[src/rtl/smm_filter_pkg.sv]
package smm_filter_pkg;

  typedef enum logic [1:0] {
    ACT_PASS     = 2'd0,
    ACT_INVALID  = 2'd1,
    ACT_COHERENT = 2'd2
  } fwdAction_e;

  // strobes from control to datapath
  typedef struct packed {
    logic       load;
    logic       zeroAddr;
    logic       clearBe;
    fwdAction_e action;
  } filterStrobe_t;

  function automatic logic [6:0] gfxStolenMb(input logic [2:0] sel);
    logic [6:0] mb;
    case (sel)
      3'd1:    mb = 7'd1;
      3'd2:    mb = 7'd4;
      3'd3:    mb = 7'd8;
      3'd4:    mb = 7'd16;
      3'd5:    mb = 7'd32;
      3'd6:    mb = 7'd64;
      default: mb = 7'd0;
    endcase
    return mb;
  endfunction

  function automatic logic [3:0] guardSizeMb(input logic [1:0] sel);
    logic [3:0] mb;
    case (sel)
      2'd0:    mb = 4'd1;
      2'd1:    mb = 4'd2;
      2'd2:    mb = 4'd8;
      default: mb = 4'd0;
    endcase
    return mb;
  endfunction

endpackage

[src/rtl/smm_filter_ctrl.sv]
module smm_filter_ctrl
  import smm_filter_pkg::*;
(
  input  logic          reqValid,
  input  logic          outValid,
  input  logic          outReady,
  input  logic          regionHit,
  input  logic          cfgRegionEn,
  input  logic          cfgExtEn,
  input  logic          reqWrite,
  input  logic          reqFromCpu,
  input  logic          reqSmm,
  input  logic          reqWb,
  output logic          reqReady,
  output filterStrobe_t strobe
);

  fwdAction_e decided;

  // single output stage: free when empty or being drained
  assign reqReady = !outValid || outReady;

  always_comb begin
    if (!cfgRegionEn || !regionHit) begin
      decided = ACT_PASS;
    end else if (!reqFromCpu) begin
      decided = ACT_INVALID;
    end else if (reqSmm && reqWb) begin
      decided = ACT_PASS;
    end else if (reqWb) begin
      decided = ACT_COHERENT;
    end else if (!reqSmm) begin
      decided = ACT_INVALID;
    end else begin
      decided = cfgExtEn ? ACT_INVALID : ACT_PASS;
    end
  end

  always_comb begin
    strobe.load     = reqValid && reqReady;
    strobe.action   = decided;
    strobe.zeroAddr = (decided == ACT_INVALID);
    strobe.clearBe  = (decided == ACT_INVALID) && reqWrite;
  end

endmodule

[src/rtl/smm_filter_dp.sv]
module smm_filter_dp
  import smm_filter_pkg::*;
#(
  parameter int ADDR_W   = 32,
  parameter int BE_W     = 8,
  parameter int MB_SHIFT = 20
) (
  input  logic                       clk,
  input  logic                       rstN,
  input  logic [ADDR_W-MB_SHIFT:0]   cfgTopMb,
  input  logic [2:0]                 cfgGfxSel,
  input  logic [1:0]                 cfgRegSel,
  input  logic [ADDR_W-1:0]          reqAddr,
  input  logic                       reqWrite,
  input  logic [BE_W-1:0]            reqBe,
  input  filterStrobe_t              strobe,
  input  logic                       outReady,
  output logic                       regionHit,
  output logic                       outValid,
  output logic [ADDR_W-1:0]          outAddr,
  output logic                       outWrite,
  output logic [BE_W-1:0]            outBe,
  output logic [1:0]                 outAction
);

  localparam int MB_W  = ADDR_W - MB_SHIFT;
  localparam int TOP_W = MB_W + 1;

  logic [TOP_W-1:0] gfxMb, guardMb, sumMb, baseMb, gfxBaseMb, addrMb;
  logic             fits;

  always_comb begin
    gfxMb     = TOP_W'(gfxStolenMb(cfgGfxSel));
    guardMb   = TOP_W'(guardSizeMb(cfgRegSel));
    sumMb     = gfxMb + guardMb;
    fits      = (cfgTopMb >= sumMb);
    gfxBaseMb = cfgTopMb - gfxMb;
    baseMb    = cfgTopMb - sumMb;
    addrMb    = {1'b0, reqAddr[ADDR_W-1:MB_SHIFT]};
    regionHit = fits && (addrMb >= baseMb) && (addrMb < gfxBaseMb);
  end

  always_ff @(posedge clk or negedge rstN) begin
    if (!rstN) begin
      outValid  <= 1'b0;
      outAddr   <= '0;
      outWrite  <= 1'b0;
      outBe     <= '0;
      outAction <= ACT_PASS;
    end else begin
      if (strobe.load) begin
        outValid  <= 1'b1;
        outAddr   <= strobe.zeroAddr ? '0 : reqAddr;
        outWrite  <= reqWrite;
        outBe     <= strobe.clearBe ? '0 : reqBe;
        outAction <= strobe.action;
      end else if (outReady) begin
        outValid  <= 1'b0;
      end
    end
  end

endmodule

[src/rtl/smm_access_filter.sv]
module smm_access_filter
  import smm_filter_pkg::*;
#(
  parameter int ADDR_W   = 32,
  parameter int BE_W     = 8,
  parameter int MB_SHIFT = 20
) (
  input  logic                     clk,
  input  logic                     rstN,
  input  logic [ADDR_W-MB_SHIFT:0] cfgTopMb,
  input  logic [2:0]               cfgGfxSel,
  input  logic [1:0]               cfgRegSel,
  input  logic                     cfgRegionEn,
  input  logic                     cfgExtEn,
  input  logic                     reqValid,
  output logic                     reqReady,
  input  logic [ADDR_W-1:0]        reqAddr,
  input  logic                     reqWrite,
  input  logic [BE_W-1:0]          reqBe,
  input  logic                     reqFromCpu,
  input  logic                     reqSmm,
  input  logic                     reqWb,
  output logic                     outValid,
  input  logic                     outReady,
  output logic [ADDR_W-1:0]        outAddr,
  output logic                     outWrite,
  output logic [BE_W-1:0]          outBe,
  output logic [1:0]               outAction
);

  filterStrobe_t strobe;
  logic          regionHit;

  smm_filter_ctrl u_ctrl (
    .reqValid    (reqValid),
    .outValid    (outValid),
    .outReady    (outReady),
    .regionHit   (regionHit),
    .cfgRegionEn (cfgRegionEn),
    .cfgExtEn    (cfgExtEn),
    .reqWrite    (reqWrite),
    .reqFromCpu  (reqFromCpu),
    .reqSmm      (reqSmm),
    .reqWb       (reqWb),
    .reqReady    (reqReady),
    .strobe      (strobe)
  );

  smm_filter_dp #(
    .ADDR_W   (ADDR_W),
    .BE_W     (BE_W),
    .MB_SHIFT (MB_SHIFT)
  ) u_dp (
    .clk       (clk),
    .rstN      (rstN),
    .cfgTopMb  (cfgTopMb),
    .cfgGfxSel (cfgGfxSel),
    .cfgRegSel (cfgRegSel),
    .reqAddr   (reqAddr),
    .reqWrite  (reqWrite),
    .reqBe     (reqBe),
    .strobe    (strobe),
    .outReady  (outReady),
    .regionHit (regionHit),
    .outValid  (outValid),
    .outAddr   (outAddr),
    .outWrite  (outWrite),
    .outBe     (outBe),
    .outAction (outAction)
  );

endmodule

[config.mk]
export PLATFORM = sky130hd
export DESIGN_NAME = smm_access_filter
export DESIGN_NICKNAME = d
export VERILOG_FILES = /design/src/rtl/smm_filter_pkg.sv /design/src/rtl/smm_filter_ctrl.sv /design/src/rtl/smm_filter_dp.sv /design/src/rtl/smm_access_filter.sv
export SDC_FILE = /design/constraint.sdc
export NUM_CORES = 1
export LEC_CHECK = 0
export BUFFER_PORTS_ARGS = -buffer_cell sky130_fd_sc_hd__buf_4
export CORE_AREA = 2 2 92 94
export DETAILED_ROUTE_END_ITERATION = 7
export DIE_AREA = 0 0 94 96
export PLACE_DENSITY = 0.79
export SETUP_SLACK_MARGIN = 0.4
export SYNTH_ARGS = -nofsm -noshare
export SYNTH_HDL_FRONTEND = slang
export SYNTH_SLANG_ARGS = --single-unit
[constraint.sdc]
create_clock -name clk -period 1.63 [get_ports clk]
set_input_delay 0.163 -clock clk [delete_from_list [all_inputs] [get_ports clk]]
set_output_delay 0.163 -clock clk [all_outputs]
set_load 0.01 [all_outputs]
Word level (Yosys, flattened, before mapping):

Index checks and enable logic that the tools add are counted.

* output and inout bits: 45
* logic and storage cells: 44
* flip-flop bits (word level): 44

* mux-type cells: 12
* add/sub/neg operators: 3
* reductions and logical operators: 12
* equal/unequal tests: 9
* order comparisons: 3

Operators with widths (number)
* one-hot mux 7 bit (6 select lines): 1
* 2-to-1 mux 32 bit: 1
* >= comparator 12 x 13 -> 1 bit: 1
* >= comparator 13 bit: 1
* < comparator 12 x 13 -> 1 bit: 1
* subtractor 13 bit: 1
* subtractor 13 x 7 -> 13 bit: 1
* one-hot mux 4 bit (3 select lines): 1
* 2-to-1 mux 2 bit: 5
* equality test 3 bit, second input constant: 3
* adder 7 x 4 -> 8 bit: 1
* 2-to-1 mux 8 bit: 1
* equality test 3 x 2 -> 1 bit, second input constant: 2
* logical AND 1 bit: 5
* equality test 2 x 1 -> 1 bit, second input constant: 2
* equality test 3 x 1 -> 1 bit, second input constant: 1
* logical NOT 1 bit: 3
* 2-to-1 mux 1 bit: 3
* equality test 2 bit, second input constant: 1
* logical NOT 2 bit: 1
* logical OR 1 bit: 2
* nonzero test 2 bit: 1

Longest topological paths before layout:

Gate-level depths: netlist of the first run.

* word-level depth: 13
* gate-level depth with buffers: 20
* depth with buffers taken out: 18

Cells and area by module:

Synthesis of the first run repeated with hierarchy kept, for this count alone.

* cell total of the unflattened synthesis: 375
* area, all modules: 3333.2 sq um

By module, submodules not included
* smm_filter_dp: area an instance 3270.6 sq um, instances 1, cells each 366
* smm_filter_ctrl: area an instance 62.6 sq um, instances 1, cells each 9

Worst setup path after synthesis of the first run:

OpenSTA, ideal clock, no wires.

* kind: input port to flip-flop
* start point: input cfgGfxSel[1]
* end point: register u_dp.outBe[0]
* required time: 1556 ps
* stages: 19
* arrival time: 3748 ps
* buffers on the path: 2
* setup slack: -2192 ps
* path through: nor3b_1 > ha_1 > ha_1 > a31oi_1 > xnor2_1 > ha_1 > and3_1 > a221o_1 > a41o_1 > xor2_1 > ha_1 > a22o_1 > nor4_1 > o221ai_1 > o221a_2 > o311a_1 > buf_6 > buf_12 > a21oi_2

* cells in the longest elaborated chain, start to end: 13

Ends and longest elaborated chain
* from (decl): line smm_access_filter.sv:11 `input logic [2:0] cfgGfxSel,`
* equality test 3 bit (tied with other cells): line smm_filter_pkg.sv:19 `case (sel)`
* one-hot mux 7 bit (6 select lines) *: line smm_filter_pkg.sv:19
* adder 7 x 4 -> 8 bit: line smm_filter_dp.sv:35 `sumMb = gfxMb + guardMb;`
* subtractor 13 bit: line smm_filter_dp.sv:38 `baseMb = cfgTopMb - sumMb;`
* >= comparator 12 x 13 -> 1 bit: line smm_filter_dp.sv:40 `regionHit = fits && (addrMb >= baseMb) && (addrMb < gfxBaseMb);`
* logical AND 1 bit: line smm_filter_dp.sv:40
* logical AND 1 bit *: line smm_filter_dp.sv:40
* logical NOT 1 bit *: line smm_filter_ctrl.sv:24 `if (!cfgRegionEn || !regionHit) begin`
* logical OR 1 bit *: line smm_filter_ctrl.sv:24
* 2-to-1 mux 2 bit *: line smm_filter_ctrl.sv:24
* equality test 2 x 1 -> 1 bit *: line smm_filter_ctrl.sv:43 `strobe.clearBe = (decided == ACT_INVALID) && reqWrite;`
* logical AND 1 bit *: line smm_filter_ctrl.sv:43
* 2-to-1 mux 8 bit *: line smm_filter_dp.sv:55 `outBe <= strobe.clearBe ? '0 : reqBe;`
* to (signal assigned): line smm_filter_dp.sv:55
* to (decl): line smm_filter_dp.sv:22 `output logic [BE_W-1:0] outBe,`

Mark *: on every way between the ends. The rest lies on a longest branch, timed or not.
A chain may end at the register's enable or synchronous reset.

Worst setup path in the final report of the first run:

* start point: input cfgGfxSel[1]
* end point: register u_dp.outAddr[0]

* cells in the longest elaborated chain, start to end: 12

Ends and longest elaborated chain
* equality test 3 bit (tied with other cells): line smm_filter_pkg.sv:19
* one-hot mux 7 bit (6 select lines) *: line smm_filter_pkg.sv:19
* adder 7 x 4 -> 8 bit: line smm_filter_dp.sv:35
* subtractor 13 bit: line smm_filter_dp.sv:38
* >= comparator 12 x 13 -> 1 bit: line smm_filter_dp.sv:40
* logical AND 1 bit: line smm_filter_dp.sv:40
* logical AND 1 bit *: line smm_filter_dp.sv:40
* logical NOT 1 bit *: line smm_filter_ctrl.sv:24
* logical OR 1 bit *: line smm_filter_ctrl.sv:24
* 2-to-1 mux 2 bit *: line smm_filter_ctrl.sv:24
* equality test 2 x 1 -> 1 bit *: line smm_filter_ctrl.sv:42 `strobe.zeroAddr = (decided == ACT_INVALID);`
* 2-to-1 mux 32 bit *: line smm_filter_dp.sv:53 `outAddr <= strobe.zeroAddr ? '0 : reqAddr;`
* to (signal assigned): line smm_filter_dp.sv:53
* to (decl): line smm_filter_dp.sv:20 `output logic [ADDR_W-1:0] outAddr,`

Marked as above.

==> results of run 1 <==
## path summary, 6_finish.rpt
kind	cells after the start	start	slack (ns)	end
max in group asynchronous	2	rstN	0.87	u_dp.outWrite
max	20	cfgGfxSel[1]	-2.07	u_dp.outAddr[0]
min	2	reqValid	0.12	u_dp.outValid
max reg2reg	5	u_dp.outValid	0.17	u_dp.outAddr[9]
min reg2reg	1	u_dp.outWrite	0.53	u_dp.outWrite
min in group asynchronous	2	rstN	0.39	u_dp.outAddr[5]
## synthesized netlist by cell type, types with 6 or more instances
| master | count | share of area |
|---|---|---|
| a21o_1 | 6 | 0.013 |
| mux2i_1 | 39 | 0.11 |
| nor2_1 | 13 | 0.014 |
| nand2_1 | 8 | 0.0085 |
| xnor2_1 | 10 | 0.025 |
| o21ai_0 | 11 | 0.016 |
| nand2b_1 | 6 | 0.011 |
| a21oi_2 | 40 | 0.099 |
| ha_1 | 41 | 0.15 |
| nor3_1 | 6 | 0.0085 |
| inv_1 | 10 | 0.011 |
| clkbuf_1 | 6 | 0.0064 |
| a21oi_1 | 13 | 0.018 |
| dfrtp_1 | 44 | 0.31 |
| nor2b_1 | 6 | 0.011 |
| xor2_1 | 13 | 0.032 |
## sequential cells by signal (all words and copies together) (netlist names)
signal          flops
u_dp.outBe          8
u_dp.outAction      2
u_dp.outAddr       32
u_dp.outValid       1
u_dp.outWrite       1
## area by class of cell
type,instances,area (sq um),share of cell area
multi-input combinational,266,2439,0.4498
timing repair buffer,194,1620,0.2989
sequential,44,1101,0.2031
tap,105,131.4,0.02423
clock buffer,5,68.82,0.01269
inverter,10,37.54,0.006924
clock inverter,3,23.77,0.004385
## power groups by stage
stage | sequential, mW | combinational [mW] | clock, mW
after global routing | 1.39 | 2.06 | 0.728
after global placement | 1.38 | 1.64 | 0
after CTS | 1.36 | 1.85 | 0.690
after floorplan | 1.46 | 0.827 | 0
after detailed placement | 1.39 | 1.71 | 0
final | 1.37 | 1.89 | 0.664
## cells in the final DEF, fill, tap and decap left out, types with 4 or more instances in the layout
cell / n
o21ai_1: 4
clkbuf_8: 5
nand3_1: 4
dfrtp_1: 44
nand2_1: 7
nand2b_1: 5
xor2_1: 13
ha_1: 37
a21oi_1: 11
nor2b_1: 6
nor2_1: 13
a21oi_4: 6
inv_1: 10
buf_6: 5
buf_4: 178
o21a_1: 4
a21o_1: 6
a21oi_2: 38
buf_12: 6
xnor2_1: 9
o21ai_0: 9
mux2i_1: 39
## worst max-delay path, delay by kind of cell
kind	cells	cell delay, ns
AO/OA/AOI/OAI	8	1.66
XOR/XNOR	2	0.30
adder cells (fa/ha/maj)	4	0.87
buffers and inverters	3	0.38
AND/OR/NAND/NOR	3	0.52
## logic make-up after synthesis
| kind of cell | share of synthesized area |
|---|---|
| XOR/XNOR | 0.05713 |
| multiplexers | 0.1139 |
| buffers and inverters | 0.05074 |
| AND/OR/NAND/NOR | 0.09476 |
| other | 0.001064 |
| flip-flops | 0.3123 |
| adder cells (fa/ha/maj) | 0.1512 |
| AO/OA/AOI/OAI | 0.2189 |
## timing repair
item,4_1_cts,5_1_grt
pin swaps,8,4
gates cloned,3,0
endpoints found under the setup margin,42,43
gates resized for setup,28,11
hold endpoints to repair,44,0
buffers inserted,5,2
hold buffers,1,0
## per-layer routing
| layer | track usage | share of wire |
|---|---|---|
| met2 | 0.4268 | 0.52 |
| met3 | 0.02271 | 0.045 |
| met5 | 0 | 0 |
| met1 | 0.2547 | 0.41 |
| met4 | 0.08333 | 0.028 |
==> summary.txt, run 1 <==
sequential fraction of the synthesis area - 0.3123
Max Buffers Root-to-Sink - 2
period utilisation layout - 2.269
Synth Area per Inst - 10.53 sq um
via count - 3,239
netlist area before placement - 3526 sq um
average routed wire per standard cell - 15.81 microns
Non-Filler Instances - 627
CTS sink cnt - 44
Synth Register Bits - 44
Root Driver - clkbuf_8
Hold WS - 0.1203 ns
I/O pin cnt - 113
CP Class - in -> reg
Skew-Pair Late Insertion Delay - 0.29 ns
violated checks - negative setup slack
Internal - 2.561 mW
Initial Utilization - 0.4379
H-tree lvl count - 2
RSZ-0062 raised after global routing - true
Sum Neg Setup Slack - -83.72 ns
Slowest-stage cell, CP - a221o_1
Ys Warns - 0
residual DRC count - 0
pin count of the biggest net entering global routing - 45
Layout fillers - 628
global-route wire length before repair - 15.76 mm
DPL Wire Length - 7.637 mm
share of power burned in the clock network - 0.169
Leak - 2.636 nW
placed insts - 608
Placed Area - 4964 sq um
row count - 33
max_slew headroom - 0.6433
Post-synth EDFFs - 0
ANT cells - 0
Die Span Y - 96 microns
critical path's most frequent cell - ha_2
DRT iter0 DRCs - 90
final hold viol count - 0
Setup WS pre-CTS - -2.446 ns
crit-path cells - buf_8 -> nor3b_4 -> ha_2 -> ha_4 -> a31oi_4 -> xnor2_2 -> ha_1 -> and3_1 -> a221o_1 -> a41o_1 -> xor2_1 -> ha_2 -> a22o_1 -> nor4_2 -> o221ai_1 -> o221a_2 -> o311a_4 -> buf_12 -> buf_16 -> a21oi_2
drt total wl - 9.911 mm
CP startpoint kind - input pin
clk_skew - 0.007543 ns
Net Switching - 1.364 mW
clock-pin transition on the worst setup and hold timing paths - 0.08 ns
critical-path maximum fanout - 6
share of cells above drive strength 1 - 0.5172
CTS tree - yes
Syn Inst Count - 335
number of CTS-inserted buffers - 5
Max VDD drop - 0.3892 mV
FMAX - 270.4 MHz
Area Overhead vs Synth - 53.76%
global-route total usage across every layer - 0.2226
total power - 3.924 mW
NumNets Final - 631
die area - 9024 sq um
gpl congestion - 0.9392
Mapped Nets - 445
logic gate share of total power - 0.482
Setup crit end kind - flop
number of global-route vias before repair - 3,371
Die X - 94 microns
ys async rst share - 1.000
post-route cell area - 5421 sq um
antenna violations before repair - 0
DR vias/cell - 5.166
Cell variety after synth - 54
fin. max-slew vios - 0
Worst Hold Class - in -> reg
Worst EP arrival - 3.91 ns
outcome - finished, violations left
gr ovfl total - 0
Tightest Pin Transition - 0.5350 ns
setup ws final - -2.069 ns
Net Sw Frac - 0.3475
slowest cell delay on critical path - 0.33 ns
Finish-stage setup viols - 42
CORE AREA - 8051 sq um
max_cap viols - 0
Final ANT Viol Nets - 0
fin crit period - 3.699 ns
DRT Pass-1 Iters - 4
IO Port Bufs - 112
PD cells - 723.9 nW/um^2
WP data required - 1.84 ns
Seq pwr share - 0.349
Synth Flop Type - dfrtp_1
Layout Utilization - 0.6733
No activity file was read; power rests on OpenSTA's default activity.
==> run 2, diff against run 1 <==
CORE_AREA = 2 2 90 92   (was 2 2 92 94)
DIE_AREA = 0 0 92 94   (was 0 0 94 96)
GPL_TIMING_DRIVEN = 0   (was not set)
PLACE_DENSITY = 0.82   (was 0.79)
==> run 2 against run 1 <==
  * The run still ends with negative setup slack left
  * Global-route usage is 1.1 points lower
  * First-iteration DRC count increased by 6.7%
  * Clock-buffer cell count increased by 1
  * Critical endpoint is now u_dp.outAddr[6]
  * Routed wire length down 7.7%
  * Largest cell class unchanged
  * Critical path depth unchanged
  * Hold slack worse by 0.025 ns
  * Cell count fell by 8.9%
  * Power is 2.0% lower
  * Fmax shrank 4.5%
==> summary.txt, run 2 (same netlist as run 1, synthesis figures left out) <==
outcome - finished, violations left
violated checks - negative setup slack
area of the multi-input gates - 2384 sq um
Root Driver - clkbuf_8
gr ovfl total - 0
slowest cell delay on critical path - 0.37 ns
critical path depth - 20
fin crit period - 3.874 ns
die area - 8648 sq um
via count - 3,070
I/O pin cnt - 113
DPL Wire Length - 7.158 mm
Max VDD drop - 0.3629 mV
Critical R2R Launch - u_dp.outValid
clk_skew - 0.005259 ns
R2R setup slack - -0.35 ns
Slowest-stage cell, CP - a221o_1
Hold WS - 0.09566 ns
critical-path maximum fanout - 10
CP startpoint kind - input pin
ANT cells - 0
most common cell after layout, fill and taps aside - buf_4
Setup crit end kind - flop
CP Class - in -> reg
antenna violations before repair - 0
Die Span Y - 94 microns
Area Overhead vs Synth - 39.50%
NumNets Final - 578
CTS tree - yes
biggest regs - u_dp.outAddr: 32 flops, u_dp.outBe: 8 flops, u_dp.outAction: 2 flops
Setup crit start - cfgGfxSel[1]
Tightest Pin Transition - 0.7786 ns
max_cap viols - 0
Final ANT Viol Nets - 0
Layout fillers - 617
PD cells - 782.0 nW/um^2
IO Port Bufs - 110
final hold viol count - 0
crit-path cells - buf_8 -> nor3b_4 -> ha_2 -> ha_4 -> a31oi_4 -> xnor2_2 -> ha_1 -> and3_1 -> a221o_1 -> a41o_1 -> xor2_1 -> ha_2 -> a22o_1 -> nor4_2 -> o221ai_1 -> o221a_2 -> o311a_4 -> buf_12 -> buf_12 -> a21oi_2
Sum Neg Setup Slack - -93.78 ns
met1 WL - 3.821 mm
global-route wire length before repair - 14.57 mm
post-route cell area - 4918 sq um
global-route total usage across every layer - 0.2121
Leak - 2.348 nW
drt total wl - 9.147 mm
Setup WS pre-CTS - -2.735 ns
routed length on met2 - 4.523 mm
fin. max-slew vios - 0
setup ws final - -2.244 ns
CTS sink cnt - 44
FMAX - 258.2 MHz
Top reg by flops - u_dp.outAddr
number of global-route vias before repair - 3,093
gpl congestion - 0.8045
family with the most delay on the worst path - compound AO/OA/AOI/OAI gates
Skew-Pair Late Insertion Delay - 0.29 ns
period utilisation layout - 2.376
number of CTS-inserted buffers - 5
placed insts - 547
FF-to-FF End - u_dp.outAddr[31]
H-tree lvl count - 2
clock-pin transition on the worst setup and hold timing paths - 0.08 ns
RSZ-0062 raised after global routing - true
Worst Hold Class - in -> reg
row count - 32
DRT iter0 DRCs - 96
WP data required - 1.85 ns
Finish-stage setup viols - 42
average routed wire per standard cell - 16.02 microns
Placed Area - 4516 sq um
pin count of the biggest net entering global routing - 45
Non-Filler Instances - 571
FF+latch area - 1101 sq um
DR vias/cell - 5.377
DR top layer - met4
most frequent cells in the layout - buf_4 (124), dfrtp_1 (44), mux2i_1 (39), a21oi_2 (38), ha_1 (37)
max_slew headroom - 0.4772
Buf+Inv Stages, Crit Path - 3
DRT Pass-1 Iters - 4
Die X - 92 microns
CORE AREA - 7607 sq um
Initial Utilization - 0.4635
met3 WL - 510 microns
Worst Setup EP - u_dp.outAddr[6]
residual DRC count - 0
max FFs per register - 32
share of cells above drive strength 1 - 0.4328
Worst EP arrival - 4.10 ns
Max Buffers Root-to-Sink - 2
worst reg-to-reg path cell count - 6
## run 2: what timing repair did
action                     CTS  global route
resized for setup           14            12
hold endpoints to repair    44             0
cloned                       2             0
hold buffers                 1             0
setup endpoints to repair   43            44
setup buffers                8             5
pin swaps                    2             1
## run 2: routing by layer
| metal | vias up | track usage |
|---|---|---|
| li1 | 1499 | - |
| met1 | 1433 | 0.2509 |
| met2 | 114 | 0.3866 |
| met3 | 24 | 0.03371 |
| met5 | - | 0 |
| met4 | 0 | 0.08085 |
## run 2: cell type report
cell class | instances | share of cell area
multi-input cells | 266 | 0.4846
flip-flops and latches | 44 | 0.2239
repair buffers | 126 | 0.2048
plain buffers | 15 | 0.03129
well taps | 102 | 0.02595
clock buffers | 6 | 0.01475
inverters | 10 | 0.007632
clock inverters | 2 | 0.007123
## run 2: worst min path at each step
stage,from,end,slack (ns),depth (start not counted)
floorplan,rstN,u_dp.outAction[0],-0.13,0
global placement,rstN,u_dp.outAddr[14],0.18,1
detailed placement,rstN,u_dp.outAddr[11],0.18,1
CTS,reqValid,u_dp.outValid,0.09,2
global route,reqValid,u_dp.outValid,0.11,2
finish,reqValid,u_dp.outValid,0.1,2
## run 2: metrics by stage
stage / util / power (mW)
floorplan: - / 2.287
global placement: 0.5936 / 2.880
detailed placement: 0.5936 / 2.944
CTS: 0.6322 / 3.824
global route: 0.6465 / 4.074
finish: 0.6465 / 3.846
## run 2: power by group
group / internal (mW) / switching [mW]
registers: 1.27 / 0.0955
logic: 0.845 / 0.825
clock network: 0.455 / 0.360
total: 2.57 / 1.28
